===== src/rtl/can_fault_confine.sv =====
module can_fault_confine #(
  parameter int RUN_LEN     = 11,
  parameter int RECOV_START = 127,
  parameter int WARN_RST    = 96,
  parameter int PASSIVE_LVL = 128,
  parameter int AMT_W       = 4
) (
  input  logic             clk,
  input  logic             rst_n,
  input  logic             tec_up,
  input  logic [AMT_W-1:0] tec_up_amt,
  input  logic             tec_dn,
  input  logic             rec_up,
  input  logic [AMT_W-1:0] rec_up_amt,
  input  logic             rec_dn,
  input  logic             bit_stb,
  input  logic             bus_rx,
  input  logic             rm_wr,
  input  logic             rm_val,
  input  logic             ewi_en,
  input  logic             wr_tec,
  input  logic             wr_rec,
  input  logic             wr_ewl,
  input  logic [7:0]       wr_data,
  output logic             rst_mode,
  output logic             err_stat,
  output logic             err_passive,
  output logic             bus_off,
  output logic             ewi,
  output logic             bus_idle,
  output logic [7:0]       tec,
  output logic [7:0]       rec,
  output logic [7:0]       ewl
);
  localparam int RUN_W = $clog2(RUN_LEN + 1);

  logic [7:0] tec_q, rec_q, ewl_q;
  logic rm_q, bo_q, es_q, ep_q, ewi_q, idle_q, force_q;
  logic es_n, ep_n, bo_n;
  logic [RUN_W-1:0] run_q;
  logic [8:0] tec_add, tec_nx, rec_add, rec_nx;

  wire active     = !rm_q && !bo_q;
  wire period     = bit_stb && bus_rx && (run_q == RUN_W'(RUN_LEN - 1));
  assign tec_add  = 9'(tec_q) + (tec_up ? 9'(tec_up_amt) : 9'd0);
  assign tec_nx   = (tec_dn && tec_add != 9'd0) ? tec_add - 9'd1 : tec_add;
  assign rec_add  = 9'(rec_q) + (rec_up ? 9'(rec_up_amt) : 9'd0);
  assign rec_nx   = (rec_dn && rec_add != 9'd0) ? rec_add - 9'd1 : rec_add;
  wire enter_bo   = active && (tec_nx[8] || force_q);
  wire recov_tick = bo_q && !rm_q && period;
  wire recov_done = recov_tick && (tec_q == 8'd0);

  always_comb begin
    es_n = es_q;
    ep_n = ep_q;
    bo_n = bo_q;
    if (enter_bo) begin
      bo_n = 1'b1; es_n = 1'b1; ep_n = 1'b1;
    end else if (recov_done) begin
      bo_n = 1'b0; es_n = 1'b0; ep_n = 1'b0;
    end else if (active) begin
      es_n = (tec_q >= ewl_q) || (rec_q >= ewl_q);
      ep_n = (32'(tec_q) >= PASSIVE_LVL) || (32'(rec_q) >= PASSIVE_LVL);
    end
  end

  always_ff @(posedge clk or negedge rst_n) begin
    if (!rst_n) begin
      es_q  <= 1'b0;
      ep_q  <= 1'b0;
      bo_q  <= 1'b0;
      ewi_q <= 1'b0;
    end else begin
      es_q  <= es_n;
      ep_q  <= ep_n;
      bo_q  <= bo_n;
      ewi_q <= ewi_en && ((es_n != es_q) || (bo_n != bo_q));
    end
  end

  always_ff @(posedge clk or negedge rst_n) begin
    if (!rst_n) begin
      tec_q   <= 8'd0;
      rec_q   <= 8'd0;
      ewl_q   <= 8'(WARN_RST);
      force_q <= 1'b0;
    end else if (enter_bo) begin
      tec_q   <= 8'(RECOV_START);
      rec_q   <= 8'd0;
      force_q <= 1'b0;
    end else if (recov_done) begin
      tec_q <= 8'd0;
      rec_q <= 8'd0;
    end else if (recov_tick) begin
      tec_q <= tec_q - 8'd1;
    end else if (active) begin
      tec_q <= tec_nx[7:0];
      rec_q <= rec_nx[8] ? 8'hFF : rec_nx[7:0];
    end else if (rm_q) begin
      if (wr_tec) begin
        if (bo_q) begin
          if (wr_data != 8'hFF) tec_q <= 8'd0;
        end else begin
          tec_q   <= wr_data;
          force_q <= (wr_data == 8'hFF);
        end
      end
      if (wr_rec && !bo_q) rec_q <= wr_data;
      if (wr_ewl) ewl_q <= wr_data;
    end
  end

  always_ff @(posedge clk or negedge rst_n) begin
    if (!rst_n) rm_q <= 1'b1;
    else if (enter_bo) rm_q <= 1'b1;
    else if (rm_wr) rm_q <= rm_val;
  end

  always_ff @(posedge clk or negedge rst_n) begin
    if (!rst_n) begin
      run_q  <= '0;
      idle_q <= 1'b0;
    end else begin
      if (bo_q && rm_q) run_q <= '0;
      else if (bit_stb) run_q <= (!bus_rx || period) ? '0 : run_q + 1'b1;
      if (bit_stb && !bus_rx) idle_q <= 1'b0;
      else if (period) idle_q <= 1'b1;
    end
  end

  assign rst_mode    = rm_q;
  assign err_stat    = es_q;
  assign err_passive = ep_q;
  assign bus_off     = bo_q;
  assign ewi         = ewi_q;
  assign bus_idle    = idle_q;
  assign tec         = tec_q;
  assign rec         = rec_q;
  assign ewl         = ewl_q;


  bo_entry_chk: assert property (@(posedge clk) disable iff (!rst_n)
    $rose(bo_q) |-> (tec_q == 8'(RECOV_START)) && (rec_q == 8'd0) && rm_q && es_q);

  bo_rec_zero_chk: assert property (@(posedge clk) disable iff (!rst_n)
    bo_q |-> rec_q == 8'd0);

  bo_tec_range_chk: assert property (@(posedge clk) disable iff (!rst_n)
    bo_q |-> 32'(tec_q) <= RECOV_START);

  bo_exit_chk: assert property (@(posedge clk) disable iff (!rst_n)
    $fell(bo_q) |-> (tec_q == 8'd0) && (rec_q == 8'd0) && !es_q && !ep_q);

  ewi_gate_chk: assert property (@(posedge clk) disable iff (!rst_n)
    ewi_q |-> $past(ewi_en));

  held_status_chk: assert property (@(posedge clk) disable iff (!rst_n)
    (rm_q && $past(rm_q)) |-> ($stable(es_q) && $stable(ep_q)));
endmodule


===== config.mk =====
export PLATFORM = sky130hd
export DESIGN_NAME = can_fault_confine
export DESIGN_NICKNAME = d
export VERILOG_FILES = /design/src/rtl/can_fault_confine.sv
export SDC_FILE = /design/constraint.sdc
export NUM_CORES = 1
export LEC_CHECK = 0
export ABC_AREA = 1
export CAP_MARGIN = 20
export CORE_MARGIN = 5
export CORE_UTILIZATION = 36
export CTS_CLUSTER_SIZE = 20
export DETAILED_ROUTE_END_ITERATION = 10
export GPL_ROUTABILITY_DRIVEN = 0
export PLACE_DENSITY = 0.69
export SYNTH_ARGS = -nofsm -noshare
export SYNTH_HDL_FRONTEND = slang
export SYNTH_SLANG_ARGS = --single-unit

===== constraint.sdc =====
create_clock -name clk -period 4.4 [get_ports clk]
set_input_delay 0.88 -clock clk [delete_from_list [all_inputs] [get_ports clk]]
set_output_delay 0.88 -clock clk [all_outputs]
set_load 0.02 [all_outputs]

Word level (Yosys, flattened, before mapping)
Index checks and enable logic that the tools add are counted.
{"block": "word_totals", "register_bits": 35, "out_inout_bits": 30, "mem_bits_rw": 0, "mem_bits_ro": 0, "elab_cells": 115, "latch_bits": 0, "n_memories": 0}
{"block": "classes", "shifts": 0, "div": 0, "magnitude_cmp": 4, "n_reduce_logical": 38, "mul": 0, "n_addsub": 6, "muxes": 41, "n_eq_ne": 11, "bitwise_logic": 4}
{"op": "8-bit 2-to-1 mux", "n": 15}
{"op": "4-bit 2-to-1 mux", "n": 5}
{"op": "1-bit 2-to-1 mux", "n": 19}
{"op": "8-bit by 4-bit adder with 9-bit output", "n": 2}
{"op": "9-bit 2-to-1 mux", "n": 2}
{"op": "9-bit nonzero test", "n": 2}
{"op": "9-bit by 1-bit subtractor with 9-bit output (second input constant)", "n": 2}
{"op": "8-bit >= comparator", "n": 2}
{"op": "8-bit >= comparator (second input constant)", "n": 2}
{"op": "1-bit logical AND", "n": 13}
{"op": "6-bit AND reduction", "n": 2}
{"op": "2-bit nonzero test", "n": 5}
{"op": "5-bit nonzero test", "n": 2}
{"op": "8-bit == test (second input constant)", "n": 1}
{"op": "8-bit zero test", "n": 1}
{"op": "8-bit inequality test (second input constant)", "n": 1}
{"op": "4-bit nonzero test", "n": 2}
{"op": "8-bit by 1-bit subtractor with 8-bit output (second input constant)", "n": 1}
{"op": "6-bit by 1-bit inequality test with 1-bit output (second input constant)", "n": 1}
{"op": "3-bit AND reduction", "n": 2}
{"op": "1-bit logical OR", "n": 5}
{"op": "4-bit by 1-bit adder with 4-bit output (second input constant)", "n": 1}
{"op": "4-bit == test (second input constant)", "n": 1}
{"op": "2-bit by 1-bit inequality test with 1-bit output (second input constant)", "n": 2}
{"op": "6 further kinds", "n": 13}

Depth between registers and ports, before layout
{"block": "depth", "word_depth": 11, "depth_mapped": 20}

Worst setup path after synthesis
Ideal clock, no wire load.
{"block": "synth_path", "path_kind": "input-to-reg", "from": "in rec_up_amt[0]", "to": "reg rec_q[3], in the netlist rec[3]", "arrival_ns": 2.816, "stages": 17, "t_required_ns": 4.279, "setup_slack_ns": 1.463, "setup_ns": 0.121, "path_cell_list": "nand2_1 -> inv_1 -> ha_1 -> fa_1 -> inv_1 -> ha_1 -> inv_1 -> nor2_1 -> nand3_1 -> nor2_2 -> nand3_2 -> nand2_4 -> inv_2 -> o21ai_0 -> nand3_1 -> nand2_1 -> o21ai_1"}
{"block": "synth_between", "elab_chain_cells": 10, "elab_cells_between_ends": 11}
{"element": "from (decl)", "line_no": "14", "source": "input logic [AMT_W-1:0] rec_up_amt,"}
{"element": "4-bit 2-to-1 mux *", "line_no": "47", "source": "assign rec_add = 9'(rec_q) + (rec_up ? 9'(rec_up_amt) : 9'd0);"}
{"element": "8-bit by 4-bit adder with 9-bit output *", "line_no": "47"}
{"element": "branches (longest 2 deep; another with 9-bit by 1-bit subtractor with 9-bit output)"}
{"element": "9-bit 2-to-1 mux *", "line_no": "48", "source": "assign rec_nx = (rec_dn && rec_add != 9'd0) ? rec_add - 9'd1 : rec_add;"}
{"element": "8-bit 2-to-1 mux *", "line_no": "98", "source": "rec_q <= rec_nx[8] ? 8'hFF : rec_nx[7:0];"}
{"element": "8-bit 2-to-1 mux *", "line_no": "96", "source": "end else if (active) begin"}
{"element": "8-bit 2-to-1 mux *", "line_no": "94", "source": "end else if (recov_tick) begin"}
{"element": "8-bit 2-to-1 mux *", "line_no": "91", "source": "end else if (recov_done) begin"}
{"element": "8-bit 2-to-1 mux *", "line_no": "87", "source": "end else if (enter_bo) begin"}
{"element": "to (signal assigned)", "line_no": "98"}
{"element": "to (signal assigned)", "line_no": "108", "source": "if (wr_rec && !bo_q) rec_q <= wr_data;"}
{"element": "to (decl)", "line_no": "37", "source": "logic [7:0] tec_q, rec_q, ewl_q;"}
Mark *: on every way between the ends. The select of a mux whose other input is x is not followed.
A chain may end at the register's enable or synchronous reset.

Final worst setup path
{"block": "layout_path", "from": "in rec_up", "to": "reg rec_q[5], in the netlist rec[5]"}
{"block": "layout_between", "elab_chain_cells": 10, "elab_cells_between_ends": 11}
{"element": "from (decl)", "line_no": "13", "source": "input logic rec_up,"}
{"element": "4-bit 2-to-1 mux *", "line_no": "47"}
{"element": "8-bit by 4-bit adder with 9-bit output *", "line_no": "47"}
{"element": "branches (longest 2 deep; another with 9-bit by 1-bit subtractor with 9-bit output)"}
{"element": "9-bit 2-to-1 mux *", "line_no": "48"}
{"element": "8-bit 2-to-1 mux *", "line_no": "98"}
{"element": "8-bit 2-to-1 mux *", "line_no": "96"}
{"element": "8-bit 2-to-1 mux *", "line_no": "94"}
{"element": "8-bit 2-to-1 mux *", "line_no": "91"}
{"element": "8-bit 2-to-1 mux *", "line_no": "87"}
Marks and branches as above.

==> key figures <==
Status
  • Status: completed

Floorplan
  • I/O pins: 60
  • Core Footprint: a little under 10000 um2
  • FP Rows: 36
  • Die W: ~110 um
  • Die ar.: around 12000 um2
  • Die Ht: 110 um
  • Starting Density: 37.0%

Clock tree
  • Clock transition at the registers of the reported paths: 0.07 ns
  • # H-tree levels: 2
  • Num CTS Buffers: 5
  • Clock buffer depth: 2
  • TritonCTS clock tree: built
  • Post-cts sizing count: 0
  • CTS sink count: 35
  • Post-CTS Hold Fix Bufs: 0
  • CTS root buf: clkbuf_8
  • Post-CTS setup repair buffer count: 0
  • Clk Latency, worst-skew pair: about 0.28 ns

Global route
  • First-pass GRT wire length: approximately 17000 um
  • Initial antenna violation count: 0
  • Largest net degree at the start of global routing: 36
  • Vias in the first global route: 3608
  • GRT Overall Usage: 17.2%
  • Overflow after GRT: 0

Detailed routing
  • Metal2 WL: around 4400 um
  • Drt drc: 0
  • Routed Antenna Nets: 0
  • Top sig layer: met4
  • 1st-pass router iterations: 5
  • Routed WL per cell: 13.2 um
  • Routed WL: 10000 um
  • DRT iter0 DRCs: 205
  • Vias per inst: 4.95
  • M1 wire length: 4890 um
  • DR WL met3: around 600 um
  • Via count: 3740

Synthesis
  • Top FF cell, synth: dfrtp_1
  • Syn Inst Count: 562
  • Post-synth EDFFs: 0
  • Cell Area, Synth: 3620 um2
  • Synthesized flop and latch total: 35
  • Avg Cell Area, Syn: 6.44 um2
  • Async SR Flop Fraction: 100%
  • Yosys cell types: 42
  • Post-Syn Nets: around 630
  • Part of the Yosys area used for sequential elements: 24.3%
  • Syn. warnings: 0

Power
  • Clock Power Share: between 20% and 30%
  • Seq pwr share: 35.2%
  • Sw Share: 39.6%
  • Max IR drop VDD: 0.000115 V
  • Lkg Pwr: between 2 and 2.5 nW
  • Sw Pwr: 0.000449 W
  • Comb pwr share: 41.7%
  • Power Dens Cells: 255 nW/um2
  • Internal Power: 0.000684 W

Min path
  • WHS Endpoint: ewl[6]
  • HP Class: reg2reg
  • Hold Crit Start: ewl[6]
  • Worst Hold Depth: 2

Final layout
  • Core Util, Final: 45.5%
  • Layout cells sized above 1: 8.19%
  • Commonest cells after routing, fill and taps aside: nand2_1, inv_1, clkdlybuf4s50_1
  • Ant diodes: 0
  • Area delta synth->final: 22.7%
  • Cell Count, Final, Fillers Out: 756
  • Final net count: 685
  • Most common cell after layout, fill and taps aside: nand2_1

Run
  • Total of max-cap violations: 0

STA
  • Final-report max-slew violation count: 0
  • Max transition margin: 42.6%
  • Final Cycle Share: 79.1%
  • Worst slew pin tran: 0.860 ns
  • Setup TNS: 0 ns
  • RSZ-0062 raised after global routing: false
  • Fmax: 0.287 GHz
  • Skew final: 0.00210 ns
  • Min cycle time layout: 3.48 ns
  • Setup violations, final: 0
  • Final Hold Viols: 0

Critical path
  • WP data required: 4.58 ns
  • WS Path Type: in2reg
  • Reg2Reg Launch Point: tec[0]
  • RR Endpoint: tec[3]
  • Flop-to-flop setup slack: 1.65 ns
  • Crit-path max FO: 6
  • Crit path launch type: input pin
  • Crit path arrival time: 3.66 ns
  • CP endpoint kind: flip-flop
  • FF-to-FF path depth: 15

Placement
  • Placed Cells: 748
  • I/O Buffers: approximately 60
  • Post-DP HPWL: 8040 um
## critical path, cell delays in order
cell	delay, ns
clkdlybuf4s50_1	0.51
nand2_1	0.06
inv_1	0.05
ha_1	0.21
fa_1	0.46
inv_1	0.09
ha_1	0.15
inv_1	0.05
nor2_1	0.18
nand3_1	0.15
nor2_2	0.19
nand3_1	0.09
nand2_1	0.08
inv_1	0.07
nor2_4	0.16
nand3_1	0.11
nand4_1	0.10
nand2_1	0.05
## routing by layer
metal  global-route usage [%]  vias up
li1                         -     1935
met2                     27.3       96
met3                     2.91       12
met1                     24.6     1697
met4                     3.61        0
met5                        0        -
## sequential cells by signal, summed over array words and instances, names as in the netlist
name,flops
bus_idle,1
run_q,4
ewi,1
rec,8
err_stat,1
force_q,1
ewl,8
tec,8
err_passive,1
rst_mode,1
bus_off,1
## logic make-up after synthesis
logic type | synth area share [%]
AOI/OAI and AO/OA | 13.0
xor gates and xnor gates | 1.69
adders and majority gates | 11.8
buffers and inverters | 11.1
DFF | 24.3
and+or+nand+nor | 38.0
## synth_stat cells (all sizes together) (2+ instances only)
master	number	area, um2
nand3b	2	15.0
fa	2	40.0
or2	2	12.5
ha	31	388
dfstp	3	78.8
clkinv	2	7.51
buf	3	27.5
xnor2	2	17.5
o211ai	2	15.0
nand4	17	113
nand3	54	298
nor3	6	35.0
a21oi	33	203
nand2	174	688
xor2	5	43.8
clkbuf	4	15.0
dfrtp	32	801
inv	94	353
nor4	2	12.5
nor2	42	190
o21bai	2	15.0
o21ai	42	210
## final cells by class
class / instances / area (um2)
timing repair buffer: 60 / 598
fill: 1014 / 5330
inverter: 96 / 360
multi-input combinational: 424 / 2340
clock buffer: 8 / 100
tap: 133 / 166
sequential: 35 / 880
## power by group through the flow
| stage | logic [W] | registers [W] | clock network, W |
|---|---|---|---|
| 6_report | 0.000472 | 0.000400 | 0.000262 |
| 5_1_grt | 0.000531 | 0.000407 | 0.000282 |
| 4_1_cts | 0.000471 | 0.000401 | 0.000266 |
| 3_5_place_dp | 0.000467 | 0.000407 | 0 |
| 3_3_place_gp | 0.000452 | 0.000406 | 0 |
| 2_1_floorplan | 0.000292 | 0.000416 | 0 |
## through the flow
stage               power (W)  worst slack [ns]  hold slack, ns  instance area [um2]
floorplan            0.000708              1.46           0.520                 3620
global placement     0.000857             0.675           0.491                 4340
detailed placement   0.000873             0.638           0.505                 4340
CTS                   0.00114             0.914           0.520                 4440
global route          0.00122             0.613           0.560                 4440
finish                0.00113             0.918           0.516                 4440
## worst max-delay path by stage
| stage | endpoint | startpoint | depth (start not counted) |
|---|---|---|---|
| 3_5_place_dp | rec[5] | rec_up | 18 |
| 4_1_cts | rec[5] | rec_up | 18 |
| 6_report | rec[5] | rec_up | 18 |
| 2_1_floorplan | rec[3] | rec_up_amt[0] | 17 |
| 5_1_grt | rec[5] | rec_up | 18 |
| 3_3_place_gp | rec[3] | rec_up | 18 |
Power figures use the tool's default switching activity.
